[config.mk]
export PLATFORM = sky130hd
export DESIGN_NAME = ofc_oversize_check
export DESIGN_NICKNAME = d
export VERILOG_FILES = /design/src/rtl/ofc_pkg.sv /design/src/rtl/ofc_len_track.sv /design/src/rtl/ofc_tag_detect.sv /design/src/rtl/ofc_limit_cmp.sv /design/src/rtl/ofc_oversize_check.sv
export SDC_FILE = /design/constraint.sdc
export NUM_CORES = 1
export LEC_CHECK = 0
export ABC_CLOCK_PERIOD_IN_PS = 4360
export BUFFER_PORTS_ARGS = -buffer_cell sky130_fd_sc_hd__buf_4
export CORE_MARGIN = 4
export CORE_UTILIZATION = 53
export CTS_BUF_LIST = sky130_fd_sc_hd__clkbuf_4 sky130_fd_sc_hd__clkbuf_8
export DETAILED_ROUTE_END_ITERATION = 6
export GPL_ROUTABILITY_DRIVEN = 0
export PLACE_DENSITY_LB_ADDON = 0.3
export SLEW_MARGIN = 10
export SYNTH_ARGS = -nofsm -noshare
export SYNTH_HDL_FRONTEND = slang
export SYNTH_SLANG_ARGS = --single-unit
[constraint.sdc]
create_clock -name clk -period 4.36 [get_ports clk]
set_input_delay 0 -clock clk [delete_from_list [all_inputs] [get_ports clk]]
set_output_delay 0 -clock clk [all_outputs]
set_load 0.01 [all_outputs]
[src/rtl/ofc_pkg.sv]
package ofc_pkg;

   typedef enum logic [1:0] {
      TAG_NONE    = 2'd0,
      TAG_SINGLE  = 2'd1,
      TAG_STACKED = 2'd2
   } tag_kind_e;

   localparam logic [15:0] TPID_CUSTOMER = 16'h8100;
   localparam logic [15:0] TPID_SERVICE  = 16'h88A8;

   localparam int OUTER_TYPE_OCTET = 12;
   localparam int INNER_TYPE_OCTET = 16;

   localparam int ONE_TAG_OCTETS = 4;
   localparam int TWO_TAG_OCTETS = 8;

endpackage

[src/rtl/ofc_len_track.sv]
module ofc_len_track #(
   parameter int DATA_BYTES = 8,
   parameter int LEN_W      = 16,
   parameter int IDX_W      = 3,
   parameter bit SATURATE   = 1'b1,
   localparam int EMPTY_W   = $clog2(DATA_BYTES),
   localparam int CNT_W     = $clog2(DATA_BYTES) + 1
) (
   input  logic               clk,
   input  logic               rst_n,
   input  logic               beat_valid,
   input  logic               sop,
   input  logic               eop,
   input  logic [EMPTY_W-1:0] empty,
   output logic [IDX_W-1:0]   idx_now,
   output logic [CNT_W-1:0]   vbytes,
   output logic [LEN_W-1:0]   len_now
);

   logic [IDX_W-1:0] idx_q;
   logic [LEN_W-1:0] len_q;
   logic [LEN_W-1:0] len_base;
   logic [LEN_W:0]   len_sum;
   logic [IDX_W-1:0] idx_next;

   // A start beat begins a new frame whatever state was left behind.
   assign idx_now  = sop ? '0 : idx_q;
   assign len_base = sop ? '0 : len_q;
   assign vbytes   = eop ? (CNT_W'(DATA_BYTES) - CNT_W'(empty)) : CNT_W'(DATA_BYTES);
   assign len_sum  = {1'b0, len_base} + (LEN_W+1)'(vbytes);
   assign idx_next = (idx_now == '1) ? idx_now : idx_now + 1'b1;

   generate
      if (SATURATE) begin : g_sat
         assign len_now = len_sum[LEN_W] ? '1 : len_sum[LEN_W-1:0];
      end else begin : g_wrap
         assign len_now = len_sum[LEN_W-1:0];
      end
   endgenerate

   always_ff @(posedge clk or negedge rst_n) begin
      if (!rst_n) begin
         idx_q <= '0;
         len_q <= '0;
      end else if (beat_valid) begin
         if (eop) begin
            idx_q <= '0;
            len_q <= '0;
         end else begin
            idx_q <= idx_next;
            len_q <= len_now;
         end
      end
   end

endmodule

[src/rtl/ofc_tag_detect.sv]
module ofc_tag_detect
   import ofc_pkg::*;
#(
   parameter int DATA_BYTES = 8,
   parameter int IDX_W      = 3,
   localparam int CNT_W     = $clog2(DATA_BYTES) + 1,
   localparam int O_BEAT    = OUTER_TYPE_OCTET / DATA_BYTES,
   localparam int O_LANE    = OUTER_TYPE_OCTET % DATA_BYTES,
   localparam int I_BEAT    = INNER_TYPE_OCTET / DATA_BYTES,
   localparam int I_LANE    = INNER_TYPE_OCTET % DATA_BYTES
) (
   input  logic                    clk,
   input  logic                    rst_n,
   input  logic                    beat_valid,
   input  logic                    sop,
   input  logic                    eop,
   input  logic [8*DATA_BYTES-1:0] data,
   input  logic [IDX_W-1:0]        idx_now,
   input  logic [CNT_W-1:0]        vbytes,
   output tag_kind_e               kind,
   output logic                    outer_is_cust
);

   logic [15:0] outer_field;
   logic [15:0] inner_field;
   logic        at_outer, at_inner;
   logic        hit_oc, hit_os, hit_ic;
   logic        st_oc, st_os, st_ic;
   logic        now_oc, now_os, now_ic;

   // Type fields are big-endian: the lower-numbered octet is the high byte.
   assign outer_field = {data[8*O_LANE +: 8], data[8*(O_LANE+1) +: 8]};
   assign inner_field = {data[8*I_LANE +: 8], data[8*(I_LANE+1) +: 8]};

   // Both octets of a field must lie among the valid octets of the beat.
   assign at_outer = beat_valid && (idx_now == IDX_W'(O_BEAT)) && (vbytes > CNT_W'(O_LANE + 1));
   assign at_inner = beat_valid && (idx_now == IDX_W'(I_BEAT)) && (vbytes > CNT_W'(I_LANE + 1));

   assign hit_oc = at_outer && (outer_field == TPID_CUSTOMER);
   assign hit_os = at_outer && (outer_field == TPID_SERVICE);
   assign hit_ic = at_inner && (inner_field == TPID_CUSTOMER);

   assign now_oc = (sop ? 1'b0 : st_oc) | hit_oc;
   assign now_os = (sop ? 1'b0 : st_os) | hit_os;
   assign now_ic = (sop ? 1'b0 : st_ic) | hit_ic;

   always_ff @(posedge clk or negedge rst_n) begin
      if (!rst_n) begin
         st_oc <= 1'b0;
         st_os <= 1'b0;
         st_ic <= 1'b0;
      end else if (beat_valid) begin
         st_oc <= eop ? 1'b0 : now_oc;
         st_os <= eop ? 1'b0 : now_os;
         st_ic <= eop ? 1'b0 : now_ic;
      end
   end

   always_comb begin
      if (now_ic && (now_oc || now_os)) kind = TAG_STACKED;
      else if (now_oc)                  kind = TAG_SINGLE;
      else                              kind = TAG_NONE;
   end

   assign outer_is_cust = now_oc;

endmodule

[src/rtl/ofc_limit_cmp.sv]
module ofc_limit_cmp
   import ofc_pkg::*;
#(
   parameter int LEN_W = 16
) (
   input  tag_kind_e        kind,
   input  logic             outer_is_cust,
   input  logic             vlan_en,
   input  logic             svlan_en,
   input  logic [LEN_W-1:0] max_len,
   input  logic [LEN_W-1:0] len,
   output logic             over
);

   logic [3:0]     allow;
   logic [LEN_W:0] limit;

   always_comb begin
      allow = 4'd0;
      if (kind == TAG_STACKED && svlan_en)
         allow = 4'(TWO_TAG_OCTETS);
      else if (kind != TAG_NONE && outer_is_cust && vlan_en)
         allow = 4'(ONE_TAG_OCTETS);
   end

   // One extra bit so that the extended limit cannot wrap.
   assign limit = {1'b0, max_len} + (LEN_W+1)'(allow);
   assign over  = ({1'b0, len} > limit);

endmodule

[src/rtl/ofc_oversize_check.sv]
module ofc_oversize_check
   import ofc_pkg::*;
#(
   parameter int DATA_BYTES = 8,
   parameter int LEN_W      = 16,
   parameter bit SATURATE   = 1'b1,
   localparam int EMPTY_W   = $clog2(DATA_BYTES),
   localparam int CNT_W     = $clog2(DATA_BYTES) + 1,
   localparam int IDX_W     = 3
) (
   input  logic                    clk,
   input  logic                    rst_n,
   input  logic                    in_valid,
   input  logic                    in_sop,
   input  logic                    in_eop,
   input  logic [8*DATA_BYTES-1:0] in_data,
   input  logic [EMPTY_W-1:0]      in_empty,
   input  logic [LEN_W-1:0]        max_len,
   input  logic                    vlan_en,
   input  logic                    svlan_en,
   output logic                    res_valid,
   output logic                    res_oversize,
   output logic [LEN_W-1:0]        res_len
);

   generate
      if (DATA_BYTES < 4 || (DATA_BYTES & (DATA_BYTES - 1)) != 0) begin : g_bad_width
         $error("DATA_BYTES must be a power of two, at least 4");
      end
      if (LEN_W < 8) begin : g_bad_len
         $error("LEN_W must be at least 8");
      end
      if ((INNER_TYPE_OCTET / DATA_BYTES) >= (1 << IDX_W) - 1) begin : g_bad_idx
         $error("beat index cannot reach the inner tag");
      end
   endgenerate

   logic [IDX_W-1:0] idx_now;
   logic [CNT_W-1:0] vbytes;
   logic [LEN_W-1:0] len_now;
   tag_kind_e        kind;
   logic             outer_is_cust;
   logic             over;

   ofc_len_track #(
      .DATA_BYTES (DATA_BYTES),
      .LEN_W      (LEN_W),
      .IDX_W      (IDX_W),
      .SATURATE   (SATURATE)
   ) u_len (
      .clk        (clk),
      .rst_n      (rst_n),
      .beat_valid (in_valid),
      .sop        (in_sop),
      .eop        (in_eop),
      .empty      (in_empty),
      .idx_now    (idx_now),
      .vbytes     (vbytes),
      .len_now    (len_now)
   );

   ofc_tag_detect #(
      .DATA_BYTES (DATA_BYTES),
      .IDX_W      (IDX_W)
   ) u_tag (
      .clk           (clk),
      .rst_n         (rst_n),
      .beat_valid    (in_valid),
      .sop           (in_sop),
      .eop           (in_eop),
      .data          (in_data),
      .idx_now       (idx_now),
      .vbytes        (vbytes),
      .kind          (kind),
      .outer_is_cust (outer_is_cust)
   );

   ofc_limit_cmp #(
      .LEN_W (LEN_W)
   ) u_cmp (
      .kind          (kind),
      .outer_is_cust (outer_is_cust),
      .vlan_en       (vlan_en),
      .svlan_en      (svlan_en),
      .max_len       (max_len),
      .len           (len_now),
      .over          (over)
   );

   always_ff @(posedge clk or negedge rst_n) begin
      if (!rst_n) begin
         res_valid    <= 1'b0;
         res_oversize <= 1'b0;
         res_len      <= '0;
      end else begin
         res_valid    <= in_valid && in_eop;
         res_oversize <= in_valid && in_eop && over;
         if (in_valid && in_eop) res_len <= len_now;
      end
   end

endmodule

==> out/results.tsv, run 1 <==
metric	value	unit
status	finished clean	
H-tree depth	2	
Die H	85.8	um
CTS sink cnt	40	
Finished Cell Area	4040	um2
#FFs+latches synth	40	
Setup WS pre-CTS	-0.0330	ns
Worst Setup End Kind	flip-flop	
Initial Utilization	54.5	%
via/cell ratio	5.93	
most frequent cells in the layout	86 x buf_4, 41 x nand2_1, 40 x dfrtp_1	
CTS tree	built	
Final setup viols	0	
initial antenna violation count	0	
nets@finish	573	
synthesis-to-finish area growth	25.9	%
ANT cells	0	
Hold Violations, Final	0	
All-Layer GR Usage	24.3	%
clock buffer depth	2	
placed cell areas	3870	um2
Rows	28	
most common cell after layout, fill and taps aside	buf_4	
number of synthesized flops with an enable pin	0	
Max-Cap Viols	0	
Slew Limit Headroom	45.6	%
min-delay src	max_len[15]	
pwr dens	237	nW/um2
mean routed wirelength per cell	16.4	um
first-pass GRT wire length	14400	um
ys flop type	dfrtp_1	
Synthesized Nets	493	
clk_lat worst skew	0.30	ns
data arrival time of the critical path	4.27	ns
Num CTS Buffers	5	
Post-Syn Area	3210	um2
Core Region	5890	um2
Port Buffer Count	75	
Remaining Overflow, GRT	0	
Pins Over Slew Limit	0	
Residual DRC	0	
clock slew at reported path FFs	0.08	ns
critical path startpoint	u_len.idx_q[1]$_DFFE_PN0P_	
fmax	0.244	GHz
Worst Tran Pin Value	0.812	ns
vias in the first global route	3058	
final worst slack	0.269	ns
root buf cell	clkbuf_8	
DRT iter0 DRCs	243	
crit start category	flip-flop	
worst-path maximum fanout	3	
largest net degree at the start of global routing	41	
library cells used by synthesis	60	
crit path kind	flip-flop to flip-flop	
Die ar.	7370	um2
P_leak	0.00193	uW
worst hold path class	input pin to flip-flop	
average size of a mapped cell	8.56	um2
WP data required	4.54	ns
detailed placement HPWL	6540	um
num ports	108	
DR pass1 iterations	5	
Final Core Density	68.7	%
ANT nets after route	0	
final worst-path cycle share	93.8	%
Tmin final	4.09	ns
FF-to-FF Start	u_len.idx_q[1]$_DFFE_PN0P_	
clk_skew	0.00834	ns
Async SR Flop Fraction	100	%
Routed WL	8710	um
DIE WIDTH	85.8	um
via count	3148	
share of layout cells above drive strength 1	25.0	%
Seq/Total Area, Yosys	31.2	%
Worst VDD drop	135	uV
Mapped Cells	375	
synth warn	0	
## power breakdown
part | leakage, uW | internal [uW] | switching [uW]
logic | 0.00133 | 102 | 112
registers | 0.000534 | 391 | 11.0
clock network | 0.0000645 | 202 | 140
total | 0.00193 | 695 | 263
## timing repair
| action | CTS | global route |
|---|---|---|
| pin swaps | 0 | 2 |
| setup endpoints to repair | 1 | 1 |
| resized for setup | 2 | 4 |
| hold buffers | 2 | 0 |
| setup buffers | 0 | 0 |
| hold endpoints to repair | 41 | 0 |
## stage by stage
stage          hold WS (ns)  cells  total power (uW)   TNS, ns
2_1_floorplan        -0.296    375               513         0
3_3_place_gp         0.0155    521               612         0
3_5_place_dp         0.0112    521               619   -0.0330
4_1_cts             0.00143    531               959         0
5_1_grt              0.0163    531              1000  -0.00391
6_report             0.0176    531               958         0
## worst paths after layout
check / to / slack (ns) / depth (start not counted)
worst max-delay path: res_oversize$_DFF_PN0_ / 0.27 / 20
worst min-delay path: res_oversize$_DFF_PN0_ / 0.02 / 3
worst max register to register: res_oversize$_DFF_PN0_ / 0.27 / 20
worst min register to register: res_len[13]$_DFFE_PN0P_ / 0.49 / 2
max in group asynchronous: res_len[2]$_DFFE_PN0P_ / 3.78 / 2
min in group asynchronous: u_len.len_q[14]$_DFFE_PN0P_ / 0.21 / 2
## final cells by class
| type | instances | area (um2) |
|---|---|---|
| inverters | 23 | 88.8 |
| well taps | 75 | 93.8 |
| clock buffers | 7 | 96.3 |
| repair buffers | 88 | 666 |
| multi-input cells | 297 | 2070 |
| fillers | 475 | 1840 |
| clock inverters | 1 | 30.0 |
| flip-flops and latches | 40 | 1000 |
## synthesized netlist by cell type, types with 5 or more instances
cell	instances	area [um2]
nor4_1	6	37.5
xor2_1	11	96.3
clkbuf_1	7	26.3
xnor2_1	12	105
ha_1	26	325
nand2_1	41	154
dfrtp_1	40	1000
a31oi_1	13	81.3
o2bb2ai_1	11	96.3
a21oi_1	24	120
nand2b_1	9	56.3
o21ai_0	19	95.1
nand3_1	11	55.1
inv_1	20	75.1
nor2_1	24	90.1
nor2b_1	14	87.6
o21ai_1	5	25.0
## worst max-delay path, stage by stage (launching register included)
cell	delay [ns]
dfrtp_1	0.37
nand2_1	0.09
inv_1	0.09
ha_1	0.15
nand2_1	0.05
or4_4	0.42
a2111oi_4	0.27
o21ai_2	0.11
and3b_1	0.20
ha_1	0.19
inv_1	0.07
fa_2	0.24
buf_4	0.13
and3b_1	0.18
xnor2_1	0.13
ha_1	0.30
nand3_1	0.09
or2_2	0.31
or3_1	0.35
o22ai_1	0.17
a211oi_2	0.07
## routing by layer
layer | GRT usage, % | share of wire, % | vias to the layer above
li1 | - | - | 1507
met1 | 30.0 | 41 | 1475
met2 | 43.3 | 50 | 147
met3 | 4.42 | 6.7 | 19
met4 | 6.47 | 2.1 | 0
met5 | 0 | 0 | -
## sequential cells by signal, indices dropped and copies added (netlist names)
signal	count
res_valid	1
u_len.idx_q	3
res_oversize	1
u_tag.st_os	1
u_tag.st_oc	1
u_tag.st_ic	1
res_len	16
u_len.len_q	16
## logic make-up (layout without fill, tap and decap cells)
kind of cell,Yosys count,in the layout,share of synthesized area [%]
AOI/OAI and AO/OA,102,102,21.0
and+or+nand+nor,138,138,22.9
muxes,6,6,1.95
DFF,40,40,31.2
adders and majority gates,28,28,11.4
xor gates and xnor gates,23,23,6.27
buffers and inverters,38,119,5.34
(Power assumes the default switching activity.)
==> run 2: changes to the inputs <==
--- a/config.mk
+++ b/config.mk
@@ -13,6 +13,7 @@
 export DETAILED_ROUTE_END_ITERATION = 6
 export GPL_ROUTABILITY_DRIVEN = 0
 export PLACE_DENSITY_LB_ADDON = 0.3
+export REMOVE_ABC_BUFFERS = 1
 export SLEW_MARGIN = 10
 export SYNTH_ARGS = -nofsm -noshare
 export SYNTH_HDL_FRONTEND = slang
==> out/results.tsv, run 2 (synthesized netlist as in run 1, its figures left out) <==
metric	value	unit	change
Hold Violations, Final	0		unchanged
most frequent cells in the layout	84 x buf_4, 41 x nand2_1, 40 x dfrtp_1		
Rows	28		unchanged
ANT cells	0		unchanged
pwr dens	214	nW/um2	-9.7%
Routed WL	8280	um	-4.9%
status	finished clean		
Die H	85.8	um	unchanged
Worst VDD drop	153	uV	+14%
root buf cell	clkbuf_8		
fmax	0.244	GHz	about the same
DR pass1 iterations	5		unchanged
final worst slack	0.267	ns	-0.00165 ns
Port Buffer Count	75		unchanged
Slew Limit Headroom	44.5	%	-1.1 points
RSZ-0062 raised after global routing	false		
ANT nets after route	0		unchanged
detailed placement HPWL	6390	um	-2.3%
Worst Tran Pin Value	0.829	ns	+0.0164 ns
Core Region	5890	um2	unchanged
WP data required	4.58	ns	+0.04 ns
initial antenna violation count	0		unchanged
Total Power	852	uW	-11%
Post-Layout Cell Count	529		-0.38%
Final setup viols	0		unchanged
num ports	108		unchanged
Tmin final	4.09	ns	+0.00165 ns
via/cell ratio	5.89		-0.67%
P_sw	252	uW	-4.3%
switching share of total power	29.5	%	+2.1 points
Finished Cell Area	3980	um2	-1.5%
Internal	601	uW	-14%
most common cell after layout, fill and taps aside	buf_4		
Die ar.	7370	um2	unchanged
first-pass GRT wire length	14400	um	about the same
placed cell areas	3850	um2	-0.39%
data arrival time of the critical path	4.31	ns	+0.04 ns
Setup WS pre-CTS	0.0214	ns	+0.0544 ns
CTS sink cnt	40		unchanged
biggest regs	res_len: 16 flops, u_len.len_q: 16 flops, u_len.idx_q: 3 flops		
via count	3115		-1.0%
logic gate share of total power	24.6	%	+2.3 points
DRT iter0 DRCs	298		+23%
Cells after DPL	519		-0.38%
Residual DRC	0		unchanged
Worst Setup End Kind	flip-flop		
worst hold path class	input pin to flip-flop		
Num CTS Buffers	5		unchanged
vias in the first global route	3099		+1.3%
CTS tree	built		
synthesis-to-finish area growth	24.0	%	
DIE WIDTH	85.8	um	unchanged
clock slew at reported path FFs	0.08	ns	about the same
final worst-path cycle share	93.9	%	about the same
Initial Utilization	54.5	%	unchanged
Flop pwr share	47.3	%	+5.3 points
H-tree depth	2		unchanged
crit start category	flip-flop		
Fin Setup TNS	0	ns	unchanged
Remaining Overflow, GRT	0		unchanged
worst-path maximum fanout	4		+1
mean routed wirelength per cell	15.6	um	-4.6%
P_leak	0.00190	uW	-1.6%
All-Layer GR Usage	24.1	%	-0.17 points
nets@finish	572		-0.17%
clk_skew	0.00994	ns	+0.00160 ns
clk_lat worst skew	0.30	ns	about the same
largest net degree at the start of global routing	41		unchanged
share of layout cells above drive strength 1	24.0	%	-0.99 points
crit path kind	flip-flop to flip-flop		
clock share of power	28.1	%	-7.6 points
Fill cells	496		+4.4%
clock buffer depth	2		unchanged
Max-Cap Viols	0		unchanged
Pins Over Slew Limit	0		unchanged
run 2: changes by cell type in the layout (fill, tap and decap cells not counted), sizes merged:
cell,before,now
buf,86,84
clkbuf,7,5
bufinv,1,0
clkinv,1,2
clkinvlp,0,1
dlygate4sd3,2,3
run 2: critical path, stage by stage (launching register included):
cell	delay (ns)
dfrtp_1	0.35
nand2_1	0.08
inv_1	0.11
ha_1	0.16
nand3_1	0.07
nor4b_1	0.30
buf_4	0.18
a22oi_1	0.08
and3b_1	0.24
ha_1	0.16
inv_1	0.06
fa_2	0.37
nor2_4	0.18
nand3_1	0.11
xor2_1	0.15
ha_1	0.31
nand2_1	0.05
or3_1	0.40
o41ai_2	0.34
a31oi_1	0.08
a211oi_1	0.23
run 2: power by group through the flow:
stage               Combinational, uW  Sequential, uW  Clock [uW]
floorplan                        90.1             416           0
global placement                  201             409           0
detailed placement                208             410           0
CTS                               210             403         245
global route                      234             406         263
finish                            210             403         239
run 2: final timing paths:
kind / start / cells past startpoint / slack, ns / to
max: u_len.idx_q[0]$_DFFE_PN0P_ / 20 / 0.27 / res_oversize$_DFF_PN0_
min: in_valid / 2 / 0.07 / u_len.len_q[14]$_DFFE_PN0P_
max reg2reg: u_len.idx_q[0]$_DFFE_PN0P_ / 20 / 0.27 / res_oversize$_DFF_PN0_
min reg2reg: res_len[0]$_DFFE_PN0P_ / 2 / 0.49 / res_len[0]$_DFFE_PN0P_
max in group asynchronous: rst_n / 2 / 3.79 / u_len.len_q[3]$_DFFE_PN0P_
min in group asynchronous: rst_n / 2 / 0.21 / res_valid$_DFF_PN0_
run 2: metrics by stage:
step / utilization [%] / hold WS (ns)
3_3_place_gp: 65.5 / 0.0139
6_report: 67.6 / 0.0660
2_1_floorplan: - / -0.296
3_5_place_dp: 65.5 / 0.0156
4_1_cts: 67.4 / 0.0514
5_1_grt: 67.6 / 0.0585
run 2: metal layers:
metal | global-route usage, % | wire, um | vias to the layer above
met5 | 0 | 0 | -
met4 | 7.48 | 136 | 0
met3 | 5.00 | 491 | 15
met2 | 40.7 | 4270 | 101
met1 | 30.9 | 3380 | 1485
li1 | - | - | 1514
run 2: what timing repair did:
action / in CTS / in global routing
hold buffers: 3 / 0
gates resized for setup: 1 / 3
endpoints found under the setup margin: 1 / 1
setup buffers: 0 / 0
pin swaps: 0 / 1
endpoints found under the hold margin: 44 / 0
run 2: layout make-up:
| cell class | count | area, um2 | area share [%] |
|---|---|---|---|
| Sequential cell | 40 | 1000 | 25.1 |
| Timing Repair Buffer | 87 | 661 | 16.6 |
| Multi-Input combinational cell | 297 | 2060 | 51.6 |
| Clock buffer | 5 | 68.8 | 1.73 |
| Clock inverter | 2 | 12.5 | 0.314 |
| Tap cell | 75 | 93.8 | 2.36 |
| Inverter | 23 | 88.8 | 2.23 |
==> run 3: changes to the inputs <==
--- a/config.mk
+++ b/config.mk
@@ -5,6 +5,7 @@
 export SDC_FILE = /design/constraint.sdc
 export NUM_CORES = 1
 export LEC_CHECK = 0
+export ABC_AREA = 1
 export ABC_CLOCK_PERIOD_IN_PS = 4360
 export BUFFER_PORTS_ARGS = -buffer_cell sky130_fd_sc_hd__buf_4
 export CORE_MARGIN = 4
==> out/results.tsv, run 3 <==
metric	value	unit	change
Routed WL	8620	um	+4.2%
RSZ-0062 raised after global routing	false		
switching share of total power	26.4	%	-3.2 points
synth top area cells	dfrtp_1 30%, nand2_1 16%, ha_1 9.7%		
clk_skew	0.00401	ns	-0.00593 ns
Total Power	943	uW	+11%
Hold Violations, Final	0		unchanged
count leader, synth	nand2_1		
Seq/Total Area, Yosys	29.7	%	-1.4 points
initial antenna violation count	0		unchanged
Port Buffer Count	75		unchanged
DRT iter0 DRCs	163		-45%
biggest regs	res_len: 16 flops, u_len.len_q: 16 flops, u_len.idx_q: 3 flops		
crit-path leading delay family	simple AND/OR/NAND/NOR gates		
All-Layer GR Usage	23.4	%	-0.73 points
Internal	694	uW	+16%
Flop pwr share	41.6	%	-5.7 points
num ports	108		unchanged
pwr dens	227	nW/um2	+6.2%
worst hold path class	input pin to flip-flop		
Fin Setup TNS	0	ns	unchanged
share of layout cells above drive strength 1	22.6	%	-1.4 points
Async SR Flop Fraction	100	%	unchanged
Final Core Density	68.8	%	+1.2 points
ys flop type	dfrtp_1		
CTS tree	built		
clock buffer depth	2		unchanged
H-tree depth	2		unchanged
logic gate share of total power	20.5	%	-4.1 points
crit start category	flip-flop		
Slew Limit Headroom	64.8	%	+20 points
Residual DRC	0		unchanged
Rows	28		unchanged
status	finished clean		
nets@finish	679		+19%
DIE WIDTH	87.7	um	+2.2%
crit path kind	flip-flop to flip-flop		
Die H	87.7	um	+2.2%
data arrival time of the critical path	4.16	ns	-0.15 ns
clk_lat worst skew	0.29	ns	about the same
WP data required	4.58	ns	about the same
detailed placement HPWL	6710	um	+5.0%
via/cell ratio	5.25		-11%
area leader, netlist	dfrtp_1		
Post-synth top cells	140 x nand2_1, 73 x inv_1, 54 x nor2_1		
mean routed wirelength per cell	13.6	um	-13%
Post-Syn Area	3370	um2	+4.9%
CTS sink cnt	40		unchanged
synth warn	0		unchanged
clock share of power	37.9	%	+9.8 points
Die ar.	7690	um2	+4.4%
first-pass GRT wire length	14200	um	-0.81%
Remaining Overflow, GRT	0		unchanged
#FFs+latches synth	40		unchanged
ANT cells	0		unchanged
largest net degree at the start of global routing	41		unchanged
synthesis-to-finish area growth	23.2	%	
library cells used by synthesis	36		-40%
Max stage delay on crit path	0.39	ns	about the same
average size of a mapped cell	6.93	um2	-19%
Worst VDD drop	142	uV	-7.0%
most frequent cells in the layout	139 x nand2_1, 77 x buf_4, 73 x inv_1		
CP dominant cell by count	nand2_1		
fmax	0.254	GHz	+3.8%
Post-CTS Setup Bufs	0		unchanged
slowest CP cell	fa_1		
ANT nets after route	0		unchanged
DR pass1 iterations	6		+1
Core Region	6030	um2	+2.4%
Worst Path Buf+Inv	6		+3
clock slew at reported path FFs	0.08	ns	about the same
Num CTS Buffers	5		unchanged
Mapped Cells	486		+30%
Pins Over Slew Limit	0		unchanged
Tmin final	3.94	ns	-0.149 ns
number of synthesized flops with an enable pin	0		unchanged
most common cell after layout, fill and taps aside	nand2_1		
Worst Setup End Kind	flip-flop		
Max-Cap Viols	0		unchanged
via count	3342		+7.3%
Setup WS pre-CTS	0.265	ns	+0.244 ns
final worst slack	0.416	ns	+0.149 ns
worst-path maximum fanout	4		unchanged
vias in the first global route	3318		+7.1%
Yosys top cell area share	29.7	%	-1.4 points
Initial Utilization	55.9	%	+1.3 points
root buf cell	clkbuf_8		
Worst Tran Pin Value	0.525	ns	-0.303 ns
Final setup viols	0		unchanged
final worst-path cycle share	90.5	%	-3.4 points
P_sw	248	uW	-1.3%
P_leak	0.00230	uW	+21%
==> run 3: final timing paths <==
kind | slack, ns | end | depth (start not counted) | start
worst min register to register | 0.48 | res_len[10]$_DFFE_PN0P_ | 2 | res_len[10]$_DFFE_PN0P_
worst max register to register | 0.42 | res_oversize$_DFF_PN0_ | 31 | u_len.idx_q[1]$_DFFE_PN0P_
worst max-delay path | 0.42 | res_oversize$_DFF_PN0_ | 31 | u_len.idx_q[1]$_DFFE_PN0P_
worst min-delay path | 0.03 | u_len.len_q[4]$_DFFE_PN0P_ | 2 | in_valid
max in group asynchronous | 3.78 | u_len.idx_q[1]$_DFFE_PN0P_ | 2 | rst_n
min in group asynchronous | 0.22 | res_len[2]$_DFFE_PN0P_ | 2 | rst_n
==> run 3: area by class of cell <==
cell class | instances | area, um2
Multi-Input combinational cell | 360 | 2040
Fill cell | 518 | 1880
Sequential cell | 40 | 1000
Timing Repair Buffer | 78 | 588
Inverter | 76 | 290
Tap cell | 75 | 93.8
Clock buffer | 5 | 68.8
Clock inverter | 2 | 60.1
==> run 3: what timing repair did <==
action / in CTS / in global routing
hold buffers: 1 / 0
endpoints found under the setup margin: 0 / 1
hold endpoints to repair: 40 / 0
resized for setup: 0 / 10
==> run 3: metrics by stage <==
step	cell area, um2	instances	hold WS, ns
after global routing	4150	636	0.0404
final	4150	636	0.0266
after floorplan	3300	476	-0.296
after detailed placement	3970	628	0.0136
after global placement	3970	628	0.00701
after CTS	4110	636	0.0212
==> run 3: layer usage <==
layer,GRT usage (%),wire length [um]
met1,28.4,3570
met2,41.4,4380
met3,4.05,467
met4,8.23,206
met5,0,0
==> run 3: cells by family after synthesis <==
kind of cell             count (synthesis)  synth area share (%)
AO/OA/AOI/OAI                           48                  7.77
buffers and inverters                   86                  10.6
XOR/XNOR                                12                  3.12
AND/OR/NAND/NOR                        272                  37.9
flip-flops                              40                  29.7
adder cells (fa/ha/maj)                 28                  10.9
==> run 3: power by group through the flow <==
stage | Combinational, uW | Clock [uW] | Sequential (uW)
5_1_grt | 217 | 376 | 394
3_5_place_dp | 191 | 0 | 399
3_3_place_gp | 181 | 0 | 399
4_1_cts | 192 | 362 | 392
6_report | 193 | 358 | 392
2_1_floorplan | 86.9 | 0 | 402
==> run 3: worst register-to-register path: cells and delay by family, from the launching register on <==
kind	cells	cell delay (ns)
and+or+nand+nor	17	1.53
DFF	1	0.38
AOI/OAI and AO/OA	3	0.38
buffers and inverters	6	0.39
xor gates and xnor gates	1	0.19
adders and majority gates	4	1.00
